## src/rtl/tone_guard_pkg.sv

```systemverilog
package tone_guard_pkg;

    localparam int CODE_W = 4;

    typedef enum logic [1:0] {
        ST_IDLE    = 2'd0,
        ST_PRESENT = 2'd1,
        ST_HELD    = 2'd2,
        ST_ABSENT  = 2'd3
    } steer_state_e;

    typedef struct packed {
        logic [1:0] row;
        logic [1:0] col;
    } key_idx_t;

    // Letter keys live in the last column
    function automatic logic is_letter(key_idx_t k);
        return k.col == 2'd3;
    endfunction

    function automatic logic [CODE_W-1:0] key_to_code(key_idx_t k);
        logic [CODE_W-1:0] c;
        if (k.col == 2'd3) begin
            // A..C -> 13..15, D wraps to 0
            c = {2'b11, k.row} + 4'd1;
        end else if (k.row == 2'd3) begin
            case (k.col)
                2'd0:    c = 4'd11;
                2'd1:    c = 4'd10;
                default: c = 4'd12;
            endcase
        end else begin
            c = ({2'b00, k.row} * 4'd3) + {2'b00, k.col} + 4'd1;
        end
        return c;
    endfunction

endpackage

```

## src/rtl/tg_tick_timer.sv

```systemverilog
module tg_tick_timer #(
    parameter int LIMIT = 30
) (
    input  logic clk,
    input  logic rst,
    input  logic clear,
    input  logic tick,
    output logic done
);
    localparam int CNT_W = (LIMIT < 1) ? 1 : $clog2(LIMIT + 1);
    localparam logic [CNT_W-1:0] LIM_V = CNT_W'(LIMIT);

    logic [CNT_W-1:0] cnt_q;

    always_ff @(posedge clk) begin
        if (rst || clear) begin
            cnt_q <= '0;
        end else if (tick && cnt_q != LIM_V) begin
            cnt_q <= cnt_q + 1'b1;
        end
    end

    assign done = (cnt_q == LIM_V);
endmodule

```

## src/rtl/tg_settle.sv

```systemverilog
module tg_settle #(
    parameter int CYCLES = 43
) (
    input  logic clk,
    input  logic rst,
    input  logic start,
    input  logic cancel,
    output logic ready
);
    localparam int CNT_W = (CYCLES < 2) ? 1 : $clog2(CYCLES + 1);
    localparam logic [CNT_W-1:0] LAST_V = CNT_W'(CYCLES - 1);

    logic [CNT_W-1:0] cnt_q;
    logic             busy_q;
    logic             ready_q;

    always_ff @(posedge clk) begin
        if (rst || cancel) begin
            cnt_q   <= '0;
            busy_q  <= 1'b0;
            ready_q <= 1'b0;
        end else if (start) begin
            cnt_q   <= '0;
            busy_q  <= 1'b1;
            ready_q <= 1'b0;
        end else if (busy_q) begin
            if (cnt_q == LAST_V) begin
                busy_q  <= 1'b0;
                ready_q <= 1'b1;
            end else begin
                cnt_q <= cnt_q + 1'b1;
            end
        end
    end

    assign ready = ready_q;
endmodule

```

## src/rtl/tone_guard_latch.sv

```systemverilog
module tone_guard_latch
    import tone_guard_pkg::*;
#(
    parameter int PRESENT_TICKS = 30,
    parameter int ABSENT_TICKS  = 30,
    parameter int SETTLE_CYCLES = 43
) (
    input  logic              clk,
    input  logic              rst,
    input  logic              pwr_down,
    input  logic              tick,
    input  logic              tone_valid,
    input  logic [1:0]        tone_row,
    input  logic [1:0]        tone_col,
    input  logic              letter_block,
    input  logic              out_en,
    output logic [CODE_W-1:0] code_out,
    output logic              code_drive,
    output logic              key_strobe
);
    steer_state_e      state_q, state_d;
    logic [CODE_W-1:0] code_q;
    key_idx_t          idx;
    logic              pair_ok;
    logic              pres_done, abs_done;
    logic              latch_now, release_now;

    assign idx     = '{row: tone_row, col: tone_col};
    assign pair_ok = tone_valid && !(letter_block && is_letter(idx));

    tg_tick_timer #(.LIMIT(PRESENT_TICKS)) u_pres (
        .clk(clk), .rst(rst),
        .clear(pwr_down || state_q != ST_PRESENT),
        .tick(tick), .done(pres_done)
    );

    tg_tick_timer #(.LIMIT(ABSENT_TICKS)) u_abs (
        .clk(clk), .rst(rst),
        .clear(pwr_down || state_q != ST_ABSENT),
        .tick(tick), .done(abs_done)
    );

    always_comb begin
        state_d     = state_q;
        latch_now   = 1'b0;
        release_now = 1'b0;
        unique case (state_q)
            ST_IDLE:    if (pair_ok) state_d = ST_PRESENT;
            ST_PRESENT: begin
                if (!pair_ok) begin
                    state_d = ST_IDLE;
                end else if (pres_done) begin
                    state_d   = ST_HELD;
                    latch_now = 1'b1;
                end
            end
            ST_HELD:    if (!tone_valid) state_d = ST_ABSENT;
            ST_ABSENT: begin
                if (tone_valid) begin
                    state_d = ST_HELD;
                end else if (abs_done) begin
                    state_d     = ST_IDLE;
                    release_now = 1'b1;
                end
            end
            default:    state_d = ST_IDLE;
        endcase
        if (pwr_down) begin
            state_d   = ST_IDLE;
            latch_now = 1'b0;
        end
    end

    always_ff @(posedge clk) begin
        if (rst) begin
            state_q <= ST_IDLE;
            code_q  <= '0;
        end else begin
            state_q <= state_d;
            if (latch_now) code_q <= key_to_code(idx);
        end
    end

    tg_settle #(.CYCLES(SETTLE_CYCLES)) u_settle (
        .clk(clk), .rst(rst),
        .start(latch_now),
        .cancel(pwr_down || release_now),
        .ready(key_strobe)
    );

    assign code_drive = out_en;
    assign code_out   = out_en ? code_q : '0;
endmodule

```

## config.mk

```make
export PLATFORM = sky130hd
export DESIGN_NAME = tone_guard_latch
export DESIGN_NICKNAME = d
export VERILOG_FILES = /design/src/rtl/tone_guard_pkg.sv /design/src/rtl/tg_tick_timer.sv /design/src/rtl/tg_settle.sv /design/src/rtl/tone_guard_latch.sv
export SDC_FILE = /design/constraint.sdc
export NUM_CORES = 1
export LEC_CHECK = 0
export BUFFER_PORTS_ARGS = -buffer_cell sky130_fd_sc_hd__buf_2
export CAP_MARGIN = 20
export CORE_MARGIN = 5
export CORE_UTILIZATION = 35
export DETAILED_ROUTE_END_ITERATION = 8
export GPL_TIMING_DRIVEN = 0
export PLACE_DENSITY_LB_ADDON = 0.1
export SETUP_SLACK_MARGIN = 0.15
export SLEW_MARGIN = 10
export SYNTH_ARGS = -nofsm -noshare
export SYNTH_HDL_FRONTEND = slang
export SYNTH_SLANG_ARGS = --single-unit
export TNS_END_PERCENT = 20
```

## constraint.sdc

```tcl
create_clock -name clk -period 4.55 [get_ports clk]
set_input_delay 0 -clock clk [delete_from_list [all_inputs] [get_ports clk]]
set_output_delay 0 -clock clk [all_outputs]
set_load 0.005 [all_outputs]
```

Yosys cells after proc, flatten, opt, wreduce, memory -nomap -nowiden
Cells that the tools add are included.

Input port bits: 11. Word-level logic and storage cells: 71. Output and inout bits: 6. Flip-flop bits (word level): 24.

$mul: 1. Bitwise logic cells: 1. Reduce and logical (&&, ||, !) cells: 18. Mux-type cells: 21. Equal/unequal tests: 17. Add/sub/neg operators: 6.

Operators by type and width (number): 2-bit two-way mux (6); 4-bit two-way mux (3); 5-bit by 1-bit adder with 5-bit output (second input constant) (2); 5-bit == test (second input constant) (2); 1-bit two-way mux (10); 5-bit != test (second input constant) (2); 2-bit == test (second input constant) (4); 2-bit one-hot mux with 4 select lines (1); 6-bit by 1-bit adder with 6-bit output (second input constant) (1); 6-bit == test (second input constant) (1); 1-bit logical OR (6); 2-bit != test (second input constant) (3); 3-bit != test (second input constant) (2); 3-bit one-hot mux with 2 select lines (1); 3-bit by 2-bit adder with 4-bit output (second input constant) (1); 4-bit by 1-bit adder with 4-bit output (second input constant) (1); 4-bit by 2-bit adder with 4-bit output (1); 2-bit by 1-bit == test with 1-bit output (second input constant) (2); 1-bit logical AND (4); 2-bit zero test (2); 2-bit by 2-bit multiplier with 4-bit output (second input constant) (1); 2-bit AND reduction (2); 4-bit AND reduction (1); 2-bit OR reduction (2); other kinds (3) (3).

Logic depth before layout (Yosys ltp)
Gate-level depths: netlist of run 1.

Word-level depth: 8. Mapped depth: 8. Depth with buffers taken out: 7.

Modules after synthesis
A second synthesis of run 1 with hierarchy kept.

Cell total of the unflattened synthesis: 168. Area, all modules: 1524.0 um^2.

Modules (own cells, without submodules): tone_guard_latch (sequential area each 120.1 um^2, area each 578.1 um^2, times used 1, cells an instance 68); tg_tick_timer (sequential area each 100.1 um^2, area each 285.3 um^2, times used 2, cells an instance 30); tg_settle (sequential area each 160.2 um^2, area each 375.4 um^2, times used 1, cells an instance 40).

Worst setup path after synthesis of run 1
OpenSTA, ideal clock, no wires.

Path type: input -> register. Start: input port tone_row[0]. End: register code_q[1]. Arrival time: 1.347 ns. Setup slack: 3.133 ns. Data required time: 4.480 ns. Path buffers: 0. Stages: 5. Cell sequence: fa_1 fa_1 o21ai_0 a21o_1 a21oi_1.

Cells in the longest elaborated chain, start to end: 5.

Ends and longest elaborated chain: start: declaration (RTL line tone_guard_latch.sv:13) `input logic [1:0] tone_row,`; 2-bit by 2-bit multiplier with 4-bit output (RTL line tone_guard_pkg.sv:34) `c = ({2'b00, k.row} * 4'd3) + {2'b00, k.col} + 4'd1;`; 4-bit by 2-bit adder with 4-bit output (RTL line tone_guard_pkg.sv:34); 4-bit by 1-bit adder with 4-bit output (RTL line tone_guard_pkg.sv:34); 4-bit two-way mux (RTL line tone_guard_pkg.sv:27) `end else if (k.row == 2'd3) begin`; 4-bit two-way mux * (RTL line tone_guard_pkg.sv:24) `if (k.col == 2'd3) begin`; end signal: assignment (RTL line tone_guard_latch.sv:80) `if (latch_now) code_q <= key_to_code(idx);`; end: declaration (RTL line tone_guard_latch.sv:22) `logic [CODE_W-1:0] code_q;`.

Every way passes the cells marked *; elsewhere a longest branch is shown, timed or not. A chain may end at the register's enable or synchronous reset.

Worst setup path after layout of run 1
Start: register u_abs.cnt_q[0]. End: register u_settle.cnt_q[3].

Cells in the longest elaborated chain, start to end: 7.

Ends and longest elaborated chain: start: declaration (RTL line tg_tick_timer.sv:13) `logic [CNT_W-1:0] cnt_q;`; start signal: assignment (RTL line tg_tick_timer.sv:19) `cnt_q <= cnt_q + 1'b1;`; 5-bit == test (RTL line tg_tick_timer.sv:23) `assign done = (cnt_q == LIM_V);`; 1-bit two-way mux (RTL line tone_guard_latch.sv:61) `end else if (abs_done) begin`; 1-bit two-way mux (RTL line tone_guard_latch.sv:59) `if (tone_valid) begin`; 1-bit two-way mux (RTL line tone_guard_latch.sv:47) `unique case (state_q)`; 1-bit logical OR (RTL line tone_guard_latch.sv:87) `.cancel(pwr_down || release_now),`; 1-bit logical OR (RTL line tg_settle.sv:18) `if (rst || cancel) begin`; 2-bit OR reduction (no source line); end signal: assignment (RTL line tg_settle.sv:31) `cnt_q <= cnt_q + 1'b1;`; end: declaration (RTL line tg_settle.sv:13) `logic [CNT_W-1:0] cnt_q;`.

Every way passes these cells.

==> reports/metrics.cfg, run 1 <==
[sta]
maxSlewHeadroom_pct=75.10
fin_crit_sh_pct=34.37
tns_ns=0
skew_ns=0.003076
tightest_slew_ns=0.3735
hold_viol=0
final.setup.worst_slack_ns=2.986
period_minus_slack_ns=1.564
fmax_mhz=639.4
slew_viol_final=0
whs_ns=0.06310
rsz0062_at_grt=no
setup_viol=0

[worst_hold_path]
min_path_type=input port to register
hold_depth=4
min_to=u_settle.busy_q
worstHoldStart=pwr_down

[floorplanning]
die-area_sq_mm=0.005299
fp.dieW_microns=72.80
chipHeight_microns=72.80
rows=22
pin_count=17
core_region_area_sq_mm=0.003744
start_util_pct=36.86

[clocking]
clockBufferDepth=2
postCtsResizedCells=0
h-tree-depth=1
cts-root-buf=clkbuf_8
ctsHoldBuffers=1
clk_pin_slew_worst_paths_ns=0.08
clkLatencyLatePin_ns=0.26
cts_tree=yes
clock-sinks=24
cts_buffers=3
cts_setup_buffers=0

[critical_path]
rr_endpoint=u_settle.cnt_q[3]
worstPathArrival_ns=1.72
regToRegStartpoint=u_abs.cnt_q[0]
worst_ep_required_time_ns=4.70
cp_max_fo=9
crit_type=register to register
crit_path_start_kind=register
worstRegToRegCells=6
end_kind=register
ff2ff_setup_slack_ns=2.99

[routing]
first_pass_iters=4
drtIter0Drc=13
ant_nets=0
drc=0
num_vias=1108
wirelength_microns=2521
routedWlPerCell_microns=11.30
vias_per_cell=4.969

[placed_design]
port_buffers=16
dp_slack_ns=2.921
hpwl_microns=2014
place_congestion=0.8243
placed_area_sq_mm=0.001520

[power_and_ir_drop]
powerDensity_mw_per_mm2=249.7
p_comb_share_pct=10.8
p_switching_uw=88.64
intPower_uw=307.2
ir_drop_mv=0.1389
switching_share_pct=22.39
pwr-share-seq_pct=53.3
power.leakage_nw=0.6295
p_clk_share_pct=35.9

[cells_and_area]
num-fill-cells=400
fin_nets=199
postLayoutCoreUtil_pct=42.35
final_cell_mix=24 x dfxtp_1, 18 x nor2_1, 17 x buf_2
final_cell_area_sq_mm=0.001585
final_common_cell=dfxtp_1
drive_gt1_share_pct=18.29
antenna_cells=0
areaGrowthSynthToFinish_pct=14.87

[logic_synthesis]
ys_ff_latch=24
syn_inst=154
yosysWarnings=0
netlist_area_sq_mm=0.001380
avgSynthCellArea_sq_um=8.962
seq_area_frac_synth_pct=34.81
syn_nets=177
ys_types=43

[global_routing]
grt_pass1_vias=1040
track_usage_pct=10.09
grt_max_degree=14
antenna_found_initial=0
grt_pass1_wl_microns=4360
grt_overflow=0

[outcome]
status=completed

[job]
cap_violations=0

-- worst max path at each step --
stage                   endpoint            from  slack [ns]
2_1_floorplan          code_q[1]     tone_row[0]        3.13
3_3_place_gp           code_q[1]     tone_row[0]        2.93
3_5_place_dp           code_q[1]     tone_row[0]        2.92
4_1_cts        u_settle.cnt_q[3]  u_abs.cnt_q[0]        2.96
5_1_grt        u_settle.cnt_q[4]  u_abs.cnt_q[0]        2.82
6_report       u_settle.cnt_q[3]  u_abs.cnt_q[0]        2.99
-- cells in the mapped netlist (all sizes together) --
| library cell | number | area (sq um) |
|---|---|---|
| o31ai | 1 | 7.510 |
| o21bai | 1 | 18.77 |
| o211ai | 1 | 7.510 |
| or3 | 2 | 13.77 |
| and4 | 1 | 8.760 |
| or2 | 1 | 6.260 |
| clkbuf | 3 | 12.51 |
| o41ai | 2 | 43.80 |
| nand3b | 1 | 7.510 |
| inv | 8 | 30.03 |
| nor4 | 1 | 6.260 |
| nand2 | 10 | 37.54 |
| and2 | 6 | 37.54 |
| a31oi | 1 | 6.260 |
| o2111ai | 1 | 8.760 |
| a21o | 1 | 7.510 |
| a311oi | 2 | 17.52 |
| buf | 2 | 12.51 |
| ha | 10 | 125.1 |
| and3 | 2 | 12.51 |
| nand2b | 2 | 12.51 |
| nor2 | 18 | 67.56 |
| mux2i | 1 | 10.01 |
| o21ai | 3 | 15.01 |
| nor3b | 1 | 12.51 |
| o2bb2ai | 1 | 8.760 |
| a21oi | 10 | 50.05 |
| nand3 | 8 | 40.04 |
| xor2 | 8 | 70.07 |
| nand4 | 8 | 62.56 |
| fa | 2 | 40.04 |
| o22ai | 1 | 6.260 |
| nor3 | 2 | 10.01 |
| a21boi | 1 | 7.510 |
| xnor2 | 6 | 52.55 |
| dfxtp | 24 | 480.5 |
| nor2b | 1 | 6.260 |
-- power by group through the flow --
stage / clock network, mW / registers (mW) / logic [mW]
global placement: 0 / 0.216 / 0.0421
global route: 0.157 / 0.211 / 0.0489
finish: 0.142 / 0.211 / 0.0429
CTS: 0.151 / 0.211 / 0.0436
detailed placement: 0 / 0.216 / 0.0426
floorplan: 0 / 0.216 / 0.0287
-- state kept, by name, indices dropped and copies added, names as in the netlist --
| signal | flops |
|---|---|
| code_q | 4 |
| u_settle.cnt_q | 6 |
| u_pres.cnt_q | 5 |
| u_abs.cnt_q | 5 |
| u_settle.ready | 1 |
| state_q | 2 |
| u_settle.busy_q | 1 |
-- layer usage --
metal | routed length, microns | share of wire, % | vias up | track usage (%)
li1 | - | - | 582 | -
met4 | 29 | 1.2 | 0 | 3.074
met2 | 1244 | 49 | 10 | 17.03
met1 | 1147 | 45 | 514 | 11.94
met5 | 0 | 0 | - | 0
met3 | 100 | 4.0 | 2 | 3.581
-- worst max-delay path, cell delays in order (launching register included) --
cell and delay, ns:
dfxtp_1 0.33, inv_1 0.09, ha_1 0.16, nand4_2 0.23
o41ai_2 0.33, o21bai_4 0.23, nor2_1 0.08
-- cell type report --
class | instances | area [sq um] | area share (%)
well taps | 48 | 60.06 | 3.788
inverters | 8 | 30.03 | 1.894
repair buffers | 17 | 90.09 | 5.683
flip-flops and latches | 24 | 480.5 | 30.31
multi-input cells | 117 | 844.6 | 53.28
plain buffers | 5 | 25.02 | 1.579
clock buffers | 4 | 55.05 | 3.473
-- through the flow --
step / power [mW] / instances
global placement: 0.2578 / 218
CTS: 0.4050 / 223
global route: 0.4166 / 223
detailed placement: 0.2584 / 218
floorplan: 0.2444 / 154
finish: 0.3958 / 223
-- cells by family (layout without fill, tap and decap cells) --
| family | count (synthesis) | count (layout) | share of synthesized area [%] |
|---|---|---|---|
| flops | 24 | 24 | 34.81 |
| fa+ha+maj | 12 | 12 | 11.97 |
| compound gates | 26 | 26 | 14.87 |
| mux | 1 | 1 | 0.7253 |
| xor+xnor | 14 | 14 | 8.885 |
| simple gates | 64 | 64 | 24.75 |
| buf+inv | 13 | 34 | 3.989 |
Power figures use the tool's default switching activity.
==> run 2, diff against run 1 <==
clock period = 1.3 ns   (was 4.55 ns; I/O delays follow)
==> run 2 against run 1 <==
Sequential cell count is the same. Worst hold slack lost 0.019 ns. Power grew to 3.4 times the previous value. Clock power grew to 3.1 times the previous value. First-iteration DRC count grew to 2.9 times the previous value. Die area is the same. Critical endpoint is now u_settle.busy_q. Critical path type unchanged. The run now ends with negative setup slack left. Clock skew grew 0.0040 ns.
==> reports/metrics.cfg, run 2 (synthesized netlist as in run 1, its figures left out) <==
[global_routing]
grt_pass1_vias=1062  ; was 1040
grt_pass1_wl_microns=4685  ; was 4360 microns
antenna_found_initial=0  ; unchanged
use_met1_pct=14.01  ; was 11.94%
track_usage_pct=11.20  ; was 10.09%
grt_most_used_layer=met2  ; unchanged
grt_overflow=0  ; unchanged
grtUsageMet2_pct=18.14  ; was 17.03%
grt_max_degree=13  ; was 14
grt_use_met3_pct=2.342  ; was 3.581%

[floorplanning]
pin_count=17  ; unchanged
chipHeight_microns=72.80  ; unchanged
core_region_area_sq_mm=0.003744  ; unchanged
rows=22  ; unchanged
start_util_pct=36.86  ; unchanged
fp.dieW_microns=72.80  ; unchanged
die-area_sq_mm=0.005299  ; unchanged

[critical_path]
rr_endpoint=u_settle.busy_q  ; was u_settle.cnt_q[3]
crit_type=register to register  ; unchanged
crit_path_start_kind=register  ; unchanged
critPathTopFamily=compound AO/OA/AOI/OAI gates  ; unchanged
cp_slowest_cell=o41ai_4  ; was dfxtp_1
ff2ff_setup_slack_ns=-0.09  ; was 2.99 ns
endpoint=u_settle.busy_q  ; was u_settle.cnt_q[3]
regToRegStartpoint=u_settle.cnt_q[0]  ; was u_abs.cnt_q[0]
worst_ep_required_time_ns=1.45  ; was 4.70 ns
cp_max_fo=4  ; was 9
worstPathCellList=inv_2, ha_4, nand2_4, o41ai_4, buf_4, a21oi_1  ; was inv_1, ha_1, nand4_2, o41ai_2, o21bai_4, nor2_1
critPathBufInv=2  ; was 1
worstPathArrival_ns=1.54  ; was 1.72 ns
end_kind=register  ; unchanged
crit_cells=6  ; unchanged
cpPeakStageDelay_ns=0.43  ; was 0.33 ns
worstRegToRegCells=6  ; unchanged
crit_start=u_settle.cnt_q[0]  ; was u_abs.cnt_q[0]

[outcome]
status=finished with violations  ; was completed
violations=negative setup slack

[routing]
first_pass_iters=4  ; unchanged
drc=0  ; unchanged
drtIter0Drc=38  ; was 13
routedWlPerCell_microns=11.88  ; was 11.30 microns
wirelength_microns=2708  ; was 2521 microns
vias_per_cell=4.943  ; was 4.969
ant_nets=0  ; unchanged
num_vias=1127  ; was 1108

[power_and_ir_drop]
powerDensity_mw_per_mm2=770.0  ; was 249.7 mW/mm^2
power.total_mw=1.355  ; was 395.8 uW
ir_drop_mv=0.3145  ; was 0.1389 mV
power.leakage_nw=0.6885  ; was 0.6295 nW

[placed_design]
placed_area_sq_mm=0.001544  ; was 0.001520 sq mm
port_buffers=16  ; unchanged
place_congestion=0.7540  ; was 0.8243
dp_slack_ns=-0.3926  ; was 2.921 ns
hpwl_microns=2062  ; was 2014 microns

[cells_and_area]
areaGrowthSynthToFinish_pct=27.56  ; was 14.87%
drive_gt1_share_pct=32.22  ; was 18.29%
top_register=u_settle.cnt_q  ; unchanged
num-fill-cells=374  ; was 400
top_regs=u_settle.cnt_q x6, u_abs.cnt_q x5, u_pres.cnt_q x5  ; unchanged
fin_nets=205  ; was 199
final_cell_area_sq_mm=0.001760  ; was 0.001585 sq mm
antenna_cells=0  ; unchanged
largest_register_ffs=6  ; unchanged
final_common_cell=dfxtp_1  ; unchanged
final_cell_mix=18 x dfxtp_1, 17 x nor2_1, 13 x buf_2  ; was 24 x dfxtp_1, 18 x nor2_1, 17 x buf_2

[sta]
rsz0062_at_grt=yes  ; was no
final.setup.worst_slack_ns=-0.08973  ; was 2.986 ns
skew_ns=0.007059  ; was 0.003076 ns
period_minus_slack_ns=1.390  ; was 1.564 ns
fmax_mhz=719.6  ; was 639.4 MHz
fin_crit_sh_pct=106.9  ; was 34.37%
slew_viol_final=0  ; unchanged
setup_viol=10  ; was 0
maxSlewHeadroom_pct=71.60  ; was 75.10%
tightest_slew_ns=0.4259  ; was 0.3735 ns
tns_ns=-0.6634  ; was 0 ns
hold_viol=0  ; unchanged

[clocking]
cts_tree=yes  ; unchanged
clkLatencyLatePin_ns=0.27  ; was 0.26 ns
cts_buffers=3  ; unchanged
clockBufferDepth=2  ; unchanged
cts-root-buf=clkbuf_8  ; unchanged
clock-sinks=24  ; unchanged
clk_pin_slew_worst_paths_ns=0.08  ; about the same
h-tree-depth=1  ; unchanged

[worst_hold_path]
min_path_type=input port to register  ; unchanged

[job]
cap_violations=0  ; unchanged

==> run 2: cell count changes in the layout (fill, tap and decap cells not counted), moves of 4 or more <==
| cell | before | now |
|---|---|---|
| buf_6 | 0 | 4 |
| dfxtp_2 | 0 | 6 |
| buf_4 | 1 | 7 |
| dfxtp_1 | 24 | 18 |
| buf_2 | 17 | 13 |
==> run 2: what timing repair did <==
action                                 in CTS  in global routing
buffers inserted                            2                  4
setup endpoints to repair                  20                 23
pin swaps                                  29                 13
endpoints found under the hold margin       3                  0
hold buffers                                1                  0
resized for setup                          17                 16
==> run 2: through the flow <==
stage	utilization, %	instances	hold WS [ns]
floorplan	-	154	0.06907
detailed placement	41.24	218	0.2492
finish	47.03	228	0.04368
global placement	41.24	218	0.2384
global route	47.03	228	0.06850
CTS	44.99	224	0.05278
==> run 2: worst min-delay path, cell delays in order <==
cell     delay, ns
buf_2         0.11
a31oi_1       0.04
nand2_1       0.06
o21ai_1       0.05
==> run 2: report_power, final <==
part	total, mW	leakage, nW	internal (mW)	switching [mW]
clock network	0.439	0.0216	0.207	0.231
logic	0.179	0.470	0.0873	0.0919
registers	0.738	0.196	0.736	0.00183
total	1.36	0.688	1.03	0.325
==> run 2: layer usage <==
| layer | vias up | share of wire (%) |
|---|---|---|
| li1 | 594 | - |
| met1 | 512 | 48 |
| met2 | 17 | 47 |
| met3 | 4 | 3.2 |
| met4 | 0 | 1.7 |
| met5 | - | 0 |
==> run 2: final cells by class <==
type | count | area (sq um) | area share, %
plain buffers | 5 | 27.53 | 1.564
clock buffers | 3 | 41.29 | 2.345
inverters | 8 | 30.03 | 1.706
multi-input cells | 117 | 955.9 | 54.30
flip-flops and latches | 24 | 488.0 | 27.72
well taps | 48 | 60.06 | 3.412
repair buffers | 23 | 157.7 | 8.955
==> run 2: how the worst min path moves through the flow <==
stage / to / cells after the start / startpoint / slack [ns]
floorplan: code_q[1] / 1 / rst / 0.07
global placement: code_q[1] / 2 / rst / 0.24
detailed placement: code_q[1] / 2 / rst / 0.25
CTS: code_q[3] / 4 / rst / 0.05
global route: code_q[3] / 3 / rst / 0.07
finish: code_q[3] / 4 / rst / 0.04
==> run 3, diff against run 2 <==
CTS_BUF_LIST = sky130_fd_sc_hd__clkbuf_16   (was unset)
==> run 3 against run 2 <==
The run still ends with negative setup slack left. Count of clock-buffer cells in the layout did not move. Sequential share of layout area is 0.45 points higher. Clock power increased by 50%. Register-to-register slack better by 0.04 ns. Fmax is 2.6% higher. Sequential power about the same. Worst setup slack gained 0.035 ns. Combinational power shrank 2%. Core utilization is 0.87 points lower. First-iteration DRC count decreased by 13%. Critical path type unchanged. Critical endpoint is now u_settle.cnt_q[2]. Largest cell class unchanged.
==> reports/metrics.cfg, run 3 (synthesized netlist as in run 1, its figures left out) <==
[outcome]
status=finished with violations  ; unchanged
violations=negative setup slack  ; unchanged

[critical_path]
worstPathArrival_ns=1.49  ; was 1.54 ns
cpPeakStageDelay_ns=0.46  ; was 0.43 ns
cp_max_fo=7  ; was 4
worstPathCellList=inv_2, o41ai_4, o21bai_4, a21oi_1  ; was inv_2, ha_4, nand2_4, o41ai_4, buf_4, a21oi_1
crit_path_start_kind=register  ; unchanged
critPathTopFamily=compound AO/OA/AOI/OAI gates  ; unchanged
cp_slowest_cell=dfxtp_1  ; was o41ai_4
critPathBufInv=1  ; was 2
end_kind=register  ; unchanged
crit_type=register to register  ; unchanged
worst_ep_required_time_ns=1.44  ; was 1.45 ns

[routing]
first_pass_iters=3  ; was 4
drc=0  ; unchanged
drtIter0Drc=33  ; was 38
num_vias=1110  ; was 1127
ant_nets=0  ; unchanged
vias_per_cell=4.912  ; was 4.943
wirelength_microns=2710  ; was 2708 microns
routedWlPerCell_microns=11.99  ; was 11.88 microns

[clocking]
clockBufferDepth=2  ; unchanged
h-tree-depth=1  ; unchanged
clock-sinks=24  ; unchanged
clkLatencyLatePin_ns=0.25  ; was 0.27 ns
cts_buffers=3  ; unchanged
cts-root-buf=clkbuf_16  ; was clkbuf_8
cts_tree=yes  ; unchanged
clk_pin_slew_worst_paths_ns=0.06  ; was 0.08 ns

[cells_and_area]
top_regs=u_settle.cnt_q x6, u_abs.cnt_q x5, u_pres.cnt_q x5  ; unchanged
final_cells=226  ; was 228
drive_gt1_share_pct=28.65  ; was 32.22%
num-fill-cells=380  ; was 374
areaGrowthSynthToFinish_pct=25.20  ; was 27.56%
largest_register_ffs=6  ; unchanged
fin_nets=203  ; was 205
final_common_cell=dfxtp_1  ; unchanged
top_register=u_settle.cnt_q  ; unchanged
final_cell_area_sq_mm=0.001728  ; was 0.001760 sq mm
final_cell_mix=19 x dfxtp_1, 18 x nor2_1, 17 x buf_2  ; was 18 x dfxtp_1, 17 x nor2_1, 13 x buf_2
antenna_cells=0  ; unchanged

[power_and_ir_drop]
power.leakage_nw=0.6688  ; was 0.6885 nW
ir_drop_mv=0.4370  ; was 0.3145 mV
powerDensity_mw_per_mm2=908.6  ; was 770.0 mW/mm^2
intPower_mw=1.225  ; was 1.030 mW
p_clk_share_pct=41.8  ; was 32.4%
switching_share_pct=21.95  ; was 23.98%
p_switching_uw=344.6  ; was 325.1 uW
pwr-share-seq_pct=47.1  ; was 54.4%
power.total_mw=1.570  ; was 1.355 mW
p_comb_share_pct=11.1  ; was 13.2%

[sta]
hold_viol=0  ; unchanged
fin_crit_sh_pct=104.2  ; was 106.9%
period_minus_slack_ns=1.354  ; was 1.390 ns
tightest_slew_ns=0.3964  ; was 0.4259 ns
skew_ns=0.002848  ; was 0.007059 ns
rsz0062_at_grt=yes  ; unchanged
setup_viol=11  ; was 10
fmax_mhz=738.3  ; was 719.6 MHz
tns_ns=-0.3825  ; was -0.6634 ns
final.setup.worst_slack_ns=-0.05440  ; was -0.08973 ns
slew_viol_final=0  ; unchanged
whs_ns=0.05960  ; was 0.04368 ns
maxSlewHeadroom_pct=73.58  ; was 71.60%

[floorplanning]
pin_count=17  ; unchanged
core_region_area_sq_mm=0.003744  ; unchanged
fp.dieW_microns=72.80  ; unchanged
rows=22  ; unchanged
die-area_sq_mm=0.005299  ; unchanged
chipHeight_microns=72.80  ; unchanged
start_util_pct=36.86  ; unchanged

[global_routing]
grt_most_used_layer=met2  ; unchanged
grtUsageMet2_pct=17.33  ; was 18.14%
antenna_found_initial=0  ; unchanged
grt_overflow=0  ; unchanged
track_usage_pct=10.72  ; was 11.20%
grt_pass1_vias=1017  ; was 1062
grt_pass1_wl_microns=4547  ; was 4685 microns
grt_use_met3_pct=2.342  ; unchanged
grt_max_degree=13  ; unchanged
use_met1_pct=14.02  ; was 14.01%

[placed_design]
port_buffers=16  ; unchanged
hpwl_microns=2062  ; unchanged
placed_area_sq_mm=0.001544  ; unchanged
place_congestion=0.7540  ; unchanged
dp.cells=218  ; unchanged

[worst_hold_path]
min_path_type=input port to register  ; unchanged

[job]
cap_violations=0  ; unchanged

-- run 3: cell types whose count changed in the layout (fill, tap and decap cells not counted), sizes merged --
cell	delta
buf	-2
-- run 3: worst paths after layout --
kind	startpoint	end	slack, ns	cells past startpoint
setup / recovery	state_q[1]	u_settle.cnt_q[2]	-0.05	4
hold / removal	rst	code_q[3]	0.06	4
setup reg to reg	state_q[1]	u_settle.cnt_q[2]	-0.05	4
hold reg to reg	code_q[1]	code_q[1]	0.46	2
-- run 3: area by class of cell --
type | count | area (sq um) | share of cell area, %
repair buffers | 21 | 123.9 | 7.169
inverters | 8 | 30.03 | 1.738
plain buffers | 5 | 25.02 | 1.448
clock buffers | 3 | 75.07 | 4.345
flip-flops and latches | 24 | 486.7 | 28.17
well taps | 48 | 60.06 | 3.476
multi-input cells | 117 | 927.1 | 53.66
-- run 3: stage by stage --
stage                     worst slack (ns)  util [%]
after floorplan                    -0.1171         -
after global placement             -0.3241     41.24
after detailed placement           -0.3926     41.24
after CTS                         -0.09195     45.39
after global routing               -0.1236     46.16
final                             -0.05440     46.16
-- run 3: layer usage --
metal  part of all wire, %  wire length, microns
met2                    47                  1276
met4                   1.4                    38
met3                   3.0                    82
met5                     0                     0
met1                    48                  1314
-- run 3: worst reg2reg max path: stages, from the launching register on --
cell	delay (ns)
dfxtp_1	0.46
inv_2	0.11
o41ai_4	0.38
o21bai_4	0.22
a21oi_1	0.07
-- run 3: what timing repair did --
| item | CTS | global route |
|---|---|---|
| endpoints found under the setup margin | 19 | 23 |
| gates resized for setup | 11 | 7 |
| pin swaps | 26 | 6 |
| hold buffers | 1 | 0 |
| buffers inserted | 2 | 2 |
| hold endpoints to repair | 3 | 0 |
-- run 3: power by group through the flow --
stage | sequential, mW | clock, mW | combinational [mW]
after floorplan | 0.755 | 0 | 0.100
after global placement | 0.755 | 0 | 0.148
after detailed placement | 0.755 | 0 | 0.154
after CTS | 0.739 | 0.673 | 0.173
after global routing | 0.738 | 0.704 | 0.197
final | 0.739 | 0.657 | 0.175
